### src/rtl/rcfg_pkg.sv
package rcfg_pkg;
   typedef enum logic [1:0] {
      RA_CTRL  = 2'd0,
      RA_BANK0 = 2'd1,
      RA_BANK1 = 2'd2,
      RA_NONE  = 2'd3
   } reg_addr_e;

   localparam int CB_ACTIVE  = 0;
   localparam int CB_ENABLE  = 1;
   localparam int CB_PENDING = 2;
   localparam int CB_ERROR   = 3;
   localparam int NBANK      = 2;
endpackage

### src/rtl/rcfg_divider.sv
module rcfg_divider #(
   parameter int NSRC   = 4,
   parameter int SRCW   = 2,
   parameter int PDW    = 4,
   parameter int MNW    = 8,
   parameter bit HAS_MN = 1'b1
) (
   input  logic            clk,
   input  logic            rst_n,
   input  logic            clr,
   input  logic [NSRC-1:0] src_tick,
   input  logic [SRCW-1:0] src_sel,
   input  logic [PDW-1:0]  pdiv,
   input  logic [MNW-1:0]  m_val,
   input  logic [MNW-1:0]  n_val,
   input  logic            mn_on,
   output logic            tick
);
   localparam int ACCW = MNW + 1;

   logic           sel_tick;
   logic           pre_tick;
   logic [PDW-1:0] pcnt_q;

   assign sel_tick = src_tick[src_sel];
   assign pre_tick = sel_tick && (pcnt_q == pdiv);

   always_ff @(posedge clk or negedge rst_n) begin
      if (!rst_n)         pcnt_q <= '0;
      else if (clr)       pcnt_q <= '0;
      else if (sel_tick)  pcnt_q <= (pcnt_q == pdiv) ? '0 : pcnt_q + 1'b1;
   end

   generate
      if (HAS_MN) begin : g_mn
         logic [ACCW-1:0] acc_q;
         logic [ACCW-1:0] sum;
         logic            frac;
         logic            hit;

         assign frac = mn_on && (n_val != '0);
         assign sum  = acc_q + {1'b0, m_val};
         assign hit  = sum >= {1'b0, n_val};
         assign tick = frac ? (pre_tick && hit) : pre_tick;

         always_ff @(posedge clk or negedge rst_n) begin
            if (!rst_n)                acc_q <= '0;
            else if (clr)              acc_q <= '0;
            else if (pre_tick && frac) acc_q <= hit ? sum - {1'b0, n_val} : sum;
         end
      end else begin : g_nomn
         logic unused_mn;
         assign unused_mn = ^{m_val, n_val, mn_on};
         assign tick      = pre_tick;
      end
   endgenerate
endmodule

### src/rtl/rcfg_handover.sv
module rcfg_handover (
   input  logic clk,
   input  logic rst_n,
   input  logic ctrl_we,
   input  logic wr_sel,
   input  logic wr_en,
   input  logic tgt_tick,
   output logic active,
   output logic enable,
   output logic pending,
   output logic fire
);
   logic seen_q;

   assign fire = pending && enable && seen_q && tgt_tick && !ctrl_we;

   always_ff @(posedge clk or negedge rst_n) begin
      if (!rst_n) begin
         active  <= 1'b0;
         enable  <= 1'b0;
         pending <= 1'b0;
         seen_q  <= 1'b0;
      end else if (ctrl_we) begin
         enable <= wr_en;
         if (!wr_en || !enable) begin
            active  <= wr_sel;
            pending <= 1'b0;
            seen_q  <= 1'b0;
         end else if (wr_sel != active) begin
            if (!pending) seen_q <= 1'b0;
            pending <= 1'b1;
         end else begin
            pending <= 1'b0;
            seen_q  <= 1'b0;
         end
      end else if (pending && tgt_tick) begin
         if (seen_q) begin
            active  <= ~active;
            pending <= 1'b0;
            seen_q  <= 1'b0;
         end else begin
            seen_q <= 1'b1;
         end
      end
   end
endmodule

### src/rtl/dual_bank_clkcfg.sv
module dual_bank_clkcfg
   import rcfg_pkg::*;
#(
   parameter int NSRC   = 4,
   parameter int PDW    = 4,
   parameter int MNW    = 8,
   parameter int DW     = 32,
   parameter bit HAS_MN = 1'b1
) (
   input  logic            clk,
   input  logic            rst_n,
   input  logic [NSRC-1:0] src_tick,
   input  logic            bus_we,
   input  logic [1:0]      bus_addr,
   input  logic [DW-1:0]   bus_wdata,
   input  logic [1:0]      bus_raddr,
   output logic [DW-1:0]   bus_rdata,
   output logic            out_tick
);
   localparam int SRCW   = (NSRC > 1) ? $clog2(NSRC) : 1;
   localparam int PD_LO  = SRCW;
   localparam int M_LO   = PD_LO + PDW;
   localparam int N_LO   = M_LO + MNW;
   localparam int MNE_B  = N_LO + MNW;
   localparam int CFG_W  = MNE_B + 1;

   generate
      if (DW < CFG_W || DW < 4) begin : g_bad_dw
         $error("DW too narrow for a bank word");
      end
      if (NSRC < 2 || NSRC != (1 << SRCW)) begin : g_bad_nsrc
         $error("NSRC must be a power of two, at least 2");
      end
   endgenerate

   logic [CFG_W-1:0] cfg_q [NBANK];
   logic [NBANK-1:0] bank_tick;
   logic [NBANK-1:0] bank_wr;
   logic [NBANK-1:0] bank_clr;
   logic             active_q, en_q, pend_q, fire;
   logic             err_q;
   logic             ctrl_we;
   logic             refused;
   logic             tgt_tick;
   logic [CFG_W-1:0] act_cfg;
   logic [CFG_W-1:0] idle_cfg;
   logic             unused_hi;

   assign ctrl_we   = bus_we && (bus_addr == RA_CTRL);
   assign act_cfg   = cfg_q[active_q];
   assign idle_cfg  = cfg_q[~active_q];
   assign tgt_tick  = src_tick[idle_cfg[SRCW-1:0]];
   assign unused_hi = ^bus_wdata;

   // write gating per bank
   generate
      for (genvar b = 0; b < NBANK; b++) begin : g_bank
         logic hit;
         logic locked;
         assign hit         = bus_we && (bus_addr == 2'(b + 1));
         assign locked      = en_q && ((active_q == 1'(b)) || pend_q);
         assign bank_wr[b]  = hit && !locked;
         assign bank_clr[b] = bank_wr[b];

         always_ff @(posedge clk or negedge rst_n) begin
            if (!rst_n)          cfg_q[b] <= '0;
            else if (bank_wr[b]) cfg_q[b] <= bus_wdata[CFG_W-1:0];
         end

         rcfg_divider #(
            .NSRC(NSRC), .SRCW(SRCW), .PDW(PDW), .MNW(MNW), .HAS_MN(HAS_MN)
         ) u_div (
            .clk     (clk),
            .rst_n   (rst_n),
            .clr     (bank_clr[b]),
            .src_tick(src_tick),
            .src_sel (cfg_q[b][SRCW-1:0]),
            .pdiv    (cfg_q[b][PD_LO +: PDW]),
            .m_val   (cfg_q[b][M_LO +: MNW]),
            .n_val   (cfg_q[b][N_LO +: MNW]),
            .mn_on   (cfg_q[b][MNE_B]),
            .tick    (bank_tick[b])
         );
      end
   endgenerate

   assign refused = bus_we && ((bus_addr == RA_BANK0) || (bus_addr == RA_BANK1))
                    && !(|bank_wr);

   rcfg_handover u_hand (
      .clk     (clk),
      .rst_n   (rst_n),
      .ctrl_we (ctrl_we),
      .wr_sel  (bus_wdata[CB_ACTIVE]),
      .wr_en   (bus_wdata[CB_ENABLE]),
      .tgt_tick(tgt_tick),
      .active  (active_q),
      .enable  (en_q),
      .pending (pend_q),
      .fire    (fire)
   );

   always_ff @(posedge clk or negedge rst_n) begin
      if (!rst_n)                               err_q <= 1'b0;
      else if (refused)                         err_q <= 1'b1;
      else if (ctrl_we && bus_wdata[CB_ERROR])  err_q <= 1'b0;
   end

   always_ff @(posedge clk or negedge rst_n) begin
      if (!rst_n) out_tick <= 1'b0;
      else        out_tick <= en_q && !fire && bank_tick[active_q];
   end

   always_comb begin
      bus_rdata = '0;
      case (bus_raddr)
         RA_CTRL: begin
            bus_rdata[CB_ACTIVE]  = active_q;
            bus_rdata[CB_ENABLE]  = en_q;
            bus_rdata[CB_PENDING] = pend_q;
            bus_rdata[CB_ERROR]   = err_q;
         end
         RA_BANK0: bus_rdata[CFG_W-1:0] = cfg_q[0];
         RA_BANK1: bus_rdata[CFG_W-1:0] = cfg_q[1];
         default:  bus_rdata = '0;
      endcase
   end
endmodule

### config.mk
export PLATFORM = sky130hd
export DESIGN_NAME = dual_bank_clkcfg
export DESIGN_NICKNAME = d
export VERILOG_FILES = /design/src/rtl/rcfg_pkg.sv /design/src/rtl/rcfg_divider.sv /design/src/rtl/rcfg_handover.sv /design/src/rtl/dual_bank_clkcfg.sv
export SDC_FILE = /design/constraint.sdc
export NUM_CORES = 1
export LEC_CHECK = 0
export BUFFER_PORTS_ARGS = -buffer_cell sky130_fd_sc_hd__buf_4
export CAP_MARGIN = 20
export CORE_MARGIN = 5
export CORE_UTILIZATION = 50
export DETAILED_ROUTE_END_ITERATION = 10
export PLACE_DENSITY = 0.77
export SYNTH_ARGS = -nofsm -noshare
export SYNTH_HDL_FRONTEND = slang
export SYNTH_SLANG_ARGS = --single-unit
export TNS_END_PERCENT = 10
### constraint.sdc
create_clock -name clk -period 5.8 [get_ports clk]
set_input_delay 1.16 -clock clk [delete_from_list [all_inputs] [get_ports clk]]
set_output_delay 1.16 -clock clk [all_outputs]
set_load 0.02 [all_outputs]
==> flow_summary.ini, run 1 <==
[run_status]
status = finished, final reports clean

[yosys]
synth_ff_type = dfrtp_1
syn_area_per_cell_um2 = 9.05
synth-edff-count = 0
synth-seq-cells = 78
synthTopCellsByArea = dfrtp_1 (36%), ha_1 (9.5%), nand2_1 (6.7%)
yosys_warnings = 0
synth.cell_area_um2 = 5400
synth_cells = 596
ys_seq_area_share_pct = 36.2
synth_top_cell_by_area = dfrtp_1
async_flop_share_pct = 100
synth_top_area_share_pct = 36.2
synth_cell_type_count = 69

[critical_path]
start_kind = input pin
path_max_fanout = 23
cp.required_ns = 4.64
critPathArrivalTime_ns = 2.83
worstSetupPathType = input pin to output port
rr_worst_depth = 15
critPathCaptureType = output port

[floorplanning]
die_y_um = 114
ios = 76
rows = 38
initial_core_util_pct = 50.4
core-area_um2 = 10700
die_area_um2 = 13000
dieWidth_um = 114

[detailed_routing]
drtPass1Iterations = 5
wire_per_inst_um = 18.5
drt_iter0_drc = 365
wl_mm = 14.7
ant_nets = 0
via_per_inst = 5.90
vias = 4682
drc = 0

[sta]
fin_crit_sh_pct = 68.8
timing.fmax_ghz = 0.251
fin_crit_ns = 3.99
fin_hold_ws_ns = 0.497
worstMarginPinSlew_ns = 1.02
hold_viol_final = 0
rsz0062_at_grt = false
setup-tns-final_ns = 0
finalClockSkew_ns = 0.0106
slew_viol_final = 0
max_slew_margin_pct = 31.7
setup_violations = 0

[finish]
antenna_cells = 0
instances_no_fill = 793
largest_register_ffs = 46
layout_common_cells = nand2_1 (97), dfrtp_1 (78), buf_4 (59)
regMostFlops = cfg_q
nets = 736
final_common_cell = nand2_1
syn_to_final_growth_pct = 14.2
drive_gt1_share_pct = 16.7
reg_top3 = cfg_q: 46 flops, g_bank.u_div.g_mn.acc_q: 18 flops, g_bank.u_div.pcnt_q: 8 flops

[clock_tree]
cts_sinks = 78
cts_made_buffers = 9
cts_root_buffer = clkbuf_8
path_clk_slew_ns = 0.07
cts_tree = yes
max-clock-path-buffers = 2
clk_latency_ns = 0.36
htreeDepth = 3
cts_setup_buffers = 0
cts-resized-gates = 0
cts_hold_buffers = 0

[placed_design]
io_buffers = 57
place_congestion = 0.885
dp.cells = 777
dp_hpwl_mm = 11.0

[power_and_ir_drop]
switching_power_mw = 1.59
seq_power_share_pct = 25.8
peakVddDrop_uv = 253
swShare_pct = 44.6
power_leakage_nw = 2.91
p_int_mw = 1.98
power.share.clock_pct = 14.4
power.density_nw_per_um2 = 580
finalPower_mw = 3.57
comb_power_share_pct = 59.7

[grt]
antenna_found_initial = 0
grt_overflow = 0
grt_util_all_layers_pct = 23.0
grt_pass1_vias = 4734
grt_max_degree = 79
grt_first_pass_wirelength_mm = 23.5

[worst_hold_path]
hold_path.class = flop to flop
min_path_cells = 2

[job]
cap_violations = 0
routing by layer:
metal | up-vias | track usage, % | share of wire, %
met4 | 0 | 13.1 | 5.1
li1 | 2185 | - | -
met5 | - | 0 | 0
met1 | 2282 | 28.0 | 41
met2 | 164 | 38.6 | 49
met3 | 51 | 3.66 | 5.3
stage by stage:
step | area, um2 | setup WS [ns] | util (%)
after floorplan | 5430 | 2.47 | -
after global placement | 5910 | 1.88 | 55.3
after detailed placement | 5910 | 1.82 | 55.3
after CTS | 6160 | 1.83 | 57.6
after global routing | 6160 | 1.70 | 57.6
final | 6160 | 1.81 | 57.6
area by class of cell:
type / count / area, um2
multi-input cells: 468 / 3220
well taps: 140 / 175
flip-flops and latches: 78 / 1950
clock inverters: 3 / 90.1
clock buffers: 13 / 159
repair buffers: 59 / 443
inverters: 32 / 120
fillers: 930 / 4530
Yosys cell counts (15+ instances only):
| master | instances |
|---|---|
| o21ai_0 | 35 |
| inv_1 | 32 |
| nand3_1 | 16 |
| xnor2_1 | 15 |
| a21oi_1 | 22 |
| a22oi_1 | 19 |
| nor2_1 | 36 |
| dfrtp_1 | 78 |
| ha_1 | 41 |
| mux2_2 | 21 |
| nor2b_1 | 27 |
| nand2_1 | 97 |
path summary, 6_finish.rpt:
check,to,start,slack (ns)
max,bus_rdata[18],bus_raddr[0],1.81
min in group asynchronous,g_bank[1].u_div.g_mn.acc_q[2],rst_n,0.93
max reg2reg,g_bank[0].u_div.g_mn.acc_q[0],cfg_q[29],1.98
min reg2reg,g_bank[0].u_div.g_mn.acc_q[7],g_bank[0].u_div.g_mn.acc_q[7],0.50
max in group asynchronous,cfg_q[12],rst_n,4.16
min,g_bank[0].u_div.g_mn.acc_q[7],g_bank[0].u_div.g_mn.acc_q[7],0.50
power by group through the flow:
stage                     clock network [mW]  registers, mW  logic (mW)
after floorplan                            0          0.863        1.69
after global placement                     0          0.919        1.99
after detailed placement                   0          0.933        2.09
after CTS                              0.521          0.922        2.11
after global routing                   0.540          0.949        2.35
final                                  0.515          0.923        2.13
worst max-delay path, cell delays in order:
cell and delay (ns):
buf_4 0.12, inv_1 0.07, ha_1 0.81, a22oi_1 0.24, nor2b_1 0.24, buf_4 0.18
cell families (layout without fill, tap and decap cells):
family	Yosys count	in the layout	share of synthesized area, %
AND/OR/NAND/NOR	221	221	19.7
AO/OA/AOI/OAI	130	130	16.1
flip-flops	78	78	36.2
buffers and inverters	58	107	4.85
adder cells (fa/ha/maj)	45	45	11.0
multiplexers	33	33	7.16
XOR/XNOR	30	30	5.01
other	1	9	0.0695
No activity file was read; power rests on OpenSTA's default activity.
==> run 2: changes to the inputs <==
PLACE_DENSITY = 0.8   (was 0.77)
clock period = 3.5 ns   (was 5.8 ns; I/O delays follow)
==> run 2 against run 1 <==
Against the previous run: critical endpoint is now g_bank[0].u_div.g_mn.acc_q[1]; hold slack worse by 0.19 ns; routed wire length up 4.6%; largest cell class unchanged; clock-buffer cell count unchanged; die area unchanged; cell area up 4.6%.
==> flow_summary.ini, run 2 (same netlist as run 1, synthesis figures left out) <==
[finish]
largest_register_ffs = 46
reg_top3 = cfg_q: 46 flops, g_bank.u_div.g_mn.acc_q: 18 flops, g_bank.u_div.pcnt_q: 8 flops
layout_common_cells = nand2_1 (97), buf_4 (83), dfrtp_1 (77)
final_common_cell = nand2_1
antenna_cells = 0
syn_to_final_growth_pct = 19.5
regMostFlops = cfg_q
nets = 761
fillers = 892
drive_gt1_share_pct = 22.1

[critical_path]
critPathArrivalTime_ns = 3.70
timing.rr.end = g_bank[0].u_div.g_mn.acc_q[1]
cp_cell_sequence = ha_2 > inv_1 > fa_2 > nand2b_4 > a21oi_4 > nor2_2 > xnor2_2 > ha_1 > and3_1 > a31oi_1 > nand2b_1 > mux2_4 > nor2_4 > mux2_2 > o21ai_1
r2r_start = cfg_q[29]
worst-path-buf-inv = 1
slowest_delay_ns = 0.38
regToRegSetupSlack_ns = 0.09
crit_start = cfg_q[29]
rr_worst_depth = 15
crit_slowest_cell = dfrtp_1
path_max_fanout = 6
worstSetupPathType = flop to flop
cp.required_ns = 3.79
start_kind = flop
critPathCaptureType = flop
crit_family = adder cells

[clock_tree]
path_clk_slew_ns = 0.08
cts_root_buffer = clkbuf_8
cts_tree = yes
cts_sinks = 78
clk_latency_ns = 0.36
htreeDepth = 3
max-clock-path-buffers = 2
cts_hold_buffers = 0
cts_made_buffers = 9

[sta]
fin_hold_ws_ns = 0.306
finalClockSkew_ns = 0.0115
hold_viol_final = 0
fin_crit_ns = 3.41
timing.fmax_ghz = 0.293
setup-tns-final_ns = 0
setup_violations = 0
fin_crit_sh_pct = 97.4
slew_viol_final = 0
rsz0062_at_grt = true
max_slew_margin_pct = 53.2
worstMarginPinSlew_ns = 0.699

[power_and_ir_drop]
comb_power_share_pct = 62.7
swShare_pct = 44.4
power_leakage_nw = 3.07
seq_power_share_pct = 24.6
power.share.clock_pct = 12.7
power.density_nw_per_um2 = 979
peakVddDrop_uv = 499
switching_power_mw = 2.80
p_int_mw = 3.51
finalPower_mw = 6.31

[worst_hold_path]
hold_path.class = input pin to async pin

[placed_design]
dp_hpwl_mm = 11.5
place_congestion = 0.877
io_buffers = 57

[detailed_routing]
drt_iter0_drc = 387
vias = 4804
wl_mm = 15.4
wire_per_inst_um = 18.8
via_per_inst = 5.87
drc = 0
ant_nets = 0
drtPass1Iterations = 6

[floorplanning]
rows = 38
ios = 76
initial_core_util_pct = 50.4
dieWidth_um = 114
die_area_um2 = 13000
core-area_um2 = 10700
die_y_um = 114

[grt]
grt_first_pass_wirelength_mm = 24.5
grt_overflow = 0
grt_pass1_vias = 4844
antenna_found_initial = 0
grt_util_all_layers_pct = 23.7
grt_max_degree = 79

[run_status]
status = finished, final reports clean

[job]
cap_violations = 0
==> run 2: cell count changes in the layout (fill, tap and decap cells not counted), moves of 2 or more <==
cell,previous run,this run
xnor2_1,15,13
ha_4,0,3
xnor2_2,1,3
buf_4,59,83
ha_1,41,37
fa_2,0,2
a21oi_1,21,19
fa_1,4,2
==> run 2: how the worst max path moves through the flow <==
stage | to | slack [ns] | depth (start not counted)
6_report | g_bank[0].u_div.g_mn.acc_q[1] | 0.09 | 15
5_1_grt | g_bank[0].u_div.g_mn.acc_q[2] | -0.09 | 16
4_1_cts | g_bank[0].u_div.g_mn.acc_q[1] | 0.02 | 15
3_5_place_dp | g_bank[0].u_div.g_mn.acc_q[1] | -0.05 | 15
3_3_place_gp | g_bank[0].u_div.g_mn.acc_q[0] | 0.04 | 15
2_1_floorplan | g_bank[0].u_div.g_mn.acc_q[0] | 0.19 | 15
==> run 2: area by class of cell <==
class	count	area, um2	share of cell area, %
Inverter	32	120	1.86
Tap cell	140	175	2.72
Timing Repair Buffer	84	643	9.98
Clock inverter	3	65.1	1.01
Sequential cell	78	1950	30.3
Multi-Input combinational cell	468	3320	51.5
Clock buffer	13	169	2.62
==> run 2: what timing repair did <==
item | CTS | global route
pin swaps | 6 | 15
setup buffers | 2 | 8
gates resized for setup | 1 | 19
setup endpoints to repair | 6 | 18
==> run 2: through the flow <==
| step | util [%] | worst slack, ns | std cells | area [um2] |
|---|---|---|---|---|
| CTS | 58.6 | 0.0239 | 809 | 6270 |
| finish | 60.3 | 0.0910 | 818 | 6450 |
| detailed placement | 56.3 | -0.0542 | 791 | 6020 |
| global placement | 56.3 | 0.0354 | 791 | 6020 |
| floorplan | - | 0.190 | 604 | 5430 |
| global route | 60.3 | -0.0903 | 818 | 6450 |
==> run 2: worst reg2reg max path: cells and delay by family (launching register included) <==
kind,cells,cell delay [ns]
simple gates,5,0.73
flops,1,0.38
fa+ha+maj,3,0.82
buf+inv,1,0.05
compound gates,3,0.52
xor+xnor,1,0.17
mux,2,0.65
==> run 2: power by group through the flow <==
stage	registers [mW]	logic, mW	clock network [mW]
after floorplan	1.43	2.81	0
after global placement	1.52	3.43	0
after detailed placement	1.55	3.61	0
after CTS	1.53	3.68	0.808
after global routing	1.59	4.36	0.846
final	1.55	3.96	0.804
==> run 2: layer usage <==
metal / track usage [%] / wire length [um] / up-vias
li1: - / - / 2237
met1: 28.7 / 6110 / 2346
met2: 40.3 / 7640 / 160
met3: 4.88 / 852 / 61
met4: 11.7 / 783 / 0
met5: 0 / 0 / -
==> run 3: changes to the inputs <==
CORE_ASPECT_RATIO = 1.1   (was not set)
PLACE_DENSITY = 0.79   (was 0.8)
SYNTH_HIERARCHICAL = 1   (was not set)
==> run 3 against run 2 <==
Against the previous run: die area grew 8.1%; area after synthesis grew 8.9%; register-to-register slack gained 0.06 ns.
==> flow_summary.ini, run 3 <==
[finish]
regMostFlops = cfg_q
nets = 730
drive_gt1_share_pct = 27.2
layout_common_cells = dfrtp_1 (78), buf_4 (73), nand2_1 (43)
fillers = 955
syn_to_final_growth_pct = 16.4
instances_no_fill = 797
largest_register_ffs = 46
reg_top3 = cfg_q: 46 flops, g_bank.u_div/g_mn.acc_q: 18 flops, g_bank.u_div/pcnt_q: 8 flops
final_common_cell = dfrtp_1
antenna_cells = 0

[yosys]
synth.cell_area_um2 = 5880
synth-simple-area-share_pct = 16.6
synthMuxAreaShare_pct = 12.4
synth_top_cell_by_area = dfrtp_1
synth_top_family_by_area = compound AO/OA/AOI/OAI gates
yosysMostFrequentCell = dfrtp_1
synth-edff-count = 0
synth-seq-cells = 78
synth_cell_type_count = 69
async_flop_share_pct = 100
yosys.area_share.adder_pct = 10.1
ys_seq_area_share_pct = 33.2
synth_cells = 573
synth_compound_area_share_pct = 17.1
synth_ff_type = dfrtp_1
synth_top_area_share_pct = 33.2
synth_xor_area_share_pct = 4.62
synthTopCellsByArea = dfrtp_1 (33%), ha_1 (8.7%), mux2_2 (5.4%)
syn_area_per_cell_um2 = 10.3
yosys-top-cells-count = dfrtp_1 (78), nand2_1 (43), ha_1 (41)
yosys_warnings = 6

[floorplanning]
initial_core_util_pct = 51.2
core-area_um2 = 11500
die_area_um2 = 14000
rows = 41
dieWidth_um = 113
ios = 76
die_y_um = 124

[grt]
grt_util_all_layers_pct = 21.5
grt_overflow = 0
grt_max_degree = 79
antenna_found_initial = 0
grt_pass1_vias = 4977
grt_first_pass_wirelength_mm = 24.2

[placed_design]
io_buffers = 57
dp.cells = 776
place_congestion = 0.886
dp_hpwl_mm = 11.1

[clock_tree]
cts_made_buffers = 9
max-clock-path-buffers = 2
cts_tree = yes
cts_hold_buffers = 0
cts_sinks = 78
htreeDepth = 3
path_clk_slew_ns = 0.06
cts_root_buffer = clkbuf_16
clk_latency_ns = 0.33

[sta]
fin_crit_sh_pct = 95.6
worstMarginPinSlew_ns = 0.750
max_slew_margin_pct = 49.8
setup_violations = 0
fin_hold_ws_ns = 0.276
finalClockSkew_ns = 0.00590
rsz0062_at_grt = false
timing.fmax_ghz = 0.299
slew_viol_final = 0
hold_viol_final = 0
fin_crit_ns = 3.35

[detailed_routing]
wl_mm = 14.8
drt_iter0_drc = 284
via_per_inst = 5.86
vias = 4673
drtPass1Iterations = 7
ant_nets = 0
wire_per_inst_um = 18.6
drc = 0

[critical_path]
worst-path-buf-inv = 1
crit_family = simple AND/OR/NAND/NOR gates
regToRegSetupSlack_ns = 0.15
cp.required_ns = 3.71
start_kind = flop
critPathArrivalTime_ns = 3.56
path_max_fanout = 6
crit_slowest_cell = or4_4
cp_cell_sequence = ha_1 > inv_1 > fa_1 > nand2b_1 > a21oi_2 > nor2_1 > xnor2_2 > ha_4 > a21o_1 > or4_4 > nand3_4 > and2_4 > a21oi_1 > mux2i_1 > nor3_1
slowest_delay_ns = 0.45
worstSetupPathType = flop to flop
critPathCaptureType = flop

[job]
cap_violations = 0

[power_and_ir_drop]
power.density_nw_per_um2 = 959
peakVddDrop_uv = 463
power_leakage_nw = 3.09

[run_status]
status = finished, final reports clean

[worst_hold_path]
hold_path.class = input pin to async pin
==> run 3: what timing repair did <==
item | 4_1_cts | 5_1_grt
buffers inserted | 3 | 1
resized for setup | 1 | 7
endpoints found under the setup margin | 1 | 15
pin swaps | 2 | 4
hold endpoints to repair | 0 | 0
==> run 3: cell families after synthesis <==
group                    Yosys count
adder cells (fa/ha/maj)           45
buffers and inverters             63
XOR/XNOR                          31
multiplexers                      56
flip-flops                        78
AO/OA/AOI/OAI                    125
other                              1
AND/OR/NAND/NOR                  174
==> run 3: path summary, 6_finish.rpt <==
path / from / cells past startpoint / end
worst max-delay path: cfg_q[29] / 15 / out_tick
worst min-delay path: rst_n / 1 / err_q
worst max register to register: cfg_q[29] / 15 / out_tick
worst min register to register: g_bank[1].u_div/g_mn.acc_q[6] / 2 / g_bank[1].u_div/g_mn.acc_q[6]
max in group asynchronous: rst_n / 2 / cfg_q[10]
min in group clk: g_bank[1].u_div/g_mn.acc_q[6] / 2 / g_bank[1].u_div/g_mn.acc_q[6]
==> run 3: metal layers <==
metal	global-route usage (%)	share of wire [%]	wire length, um
met1	26.9	41	6120
met2	38.5	51	7560
met3	3.69	5.7	848
met4	5.94	1.8	262
met5	0	0	0
==> run 3: cell type report <==
| cell class | count | area [um2] | area share (%) |
|---|---|---|---|
| well taps | 150 | 188 | 2.74 |
| inverters | 39 | 146 | 2.14 |
| repair buffers | 74 | 576 | 8.41 |
| clock buffers | 10 | 239 | 3.49 |
| clock inverters | 6 | 85.1 | 1.24 |
| multi-input cells | 440 | 3660 | 53.4 |
| flip-flops and latches | 78 | 1950 | 28.5 |
==> run 3: where the power goes <==
part	internal (mW)	total, mW	switching, mW
Clock	0.641	1.02	0.374
Sequential	1.21	1.57	0.368
Combinational	1.80	3.97	2.18
Total	3.64	6.56	2.92
==> run 3: through the flow <==
| step | cell area, um2 | total power, mW | utilization, % | setup WS, ns | TNS (ns) |
|---|---|---|---|---|---|
| after floorplan | 5910 | 4.50 | - | 0.120 | 0 |
| after global placement | 6410 | 5.20 | 55.8 | 0.122 | 0 |
| after detailed placement | 6410 | 5.36 | 55.8 | -0.0692 | -0.0692 |
| after CTS | 6760 | 6.46 | 58.8 | 0.0439 | 0 |
| after global routing | 6840 | 7.06 | 59.5 | 0.00781 | 0 |
| final | 6840 | 6.56 | 59.5 | 0.153 | 0 |
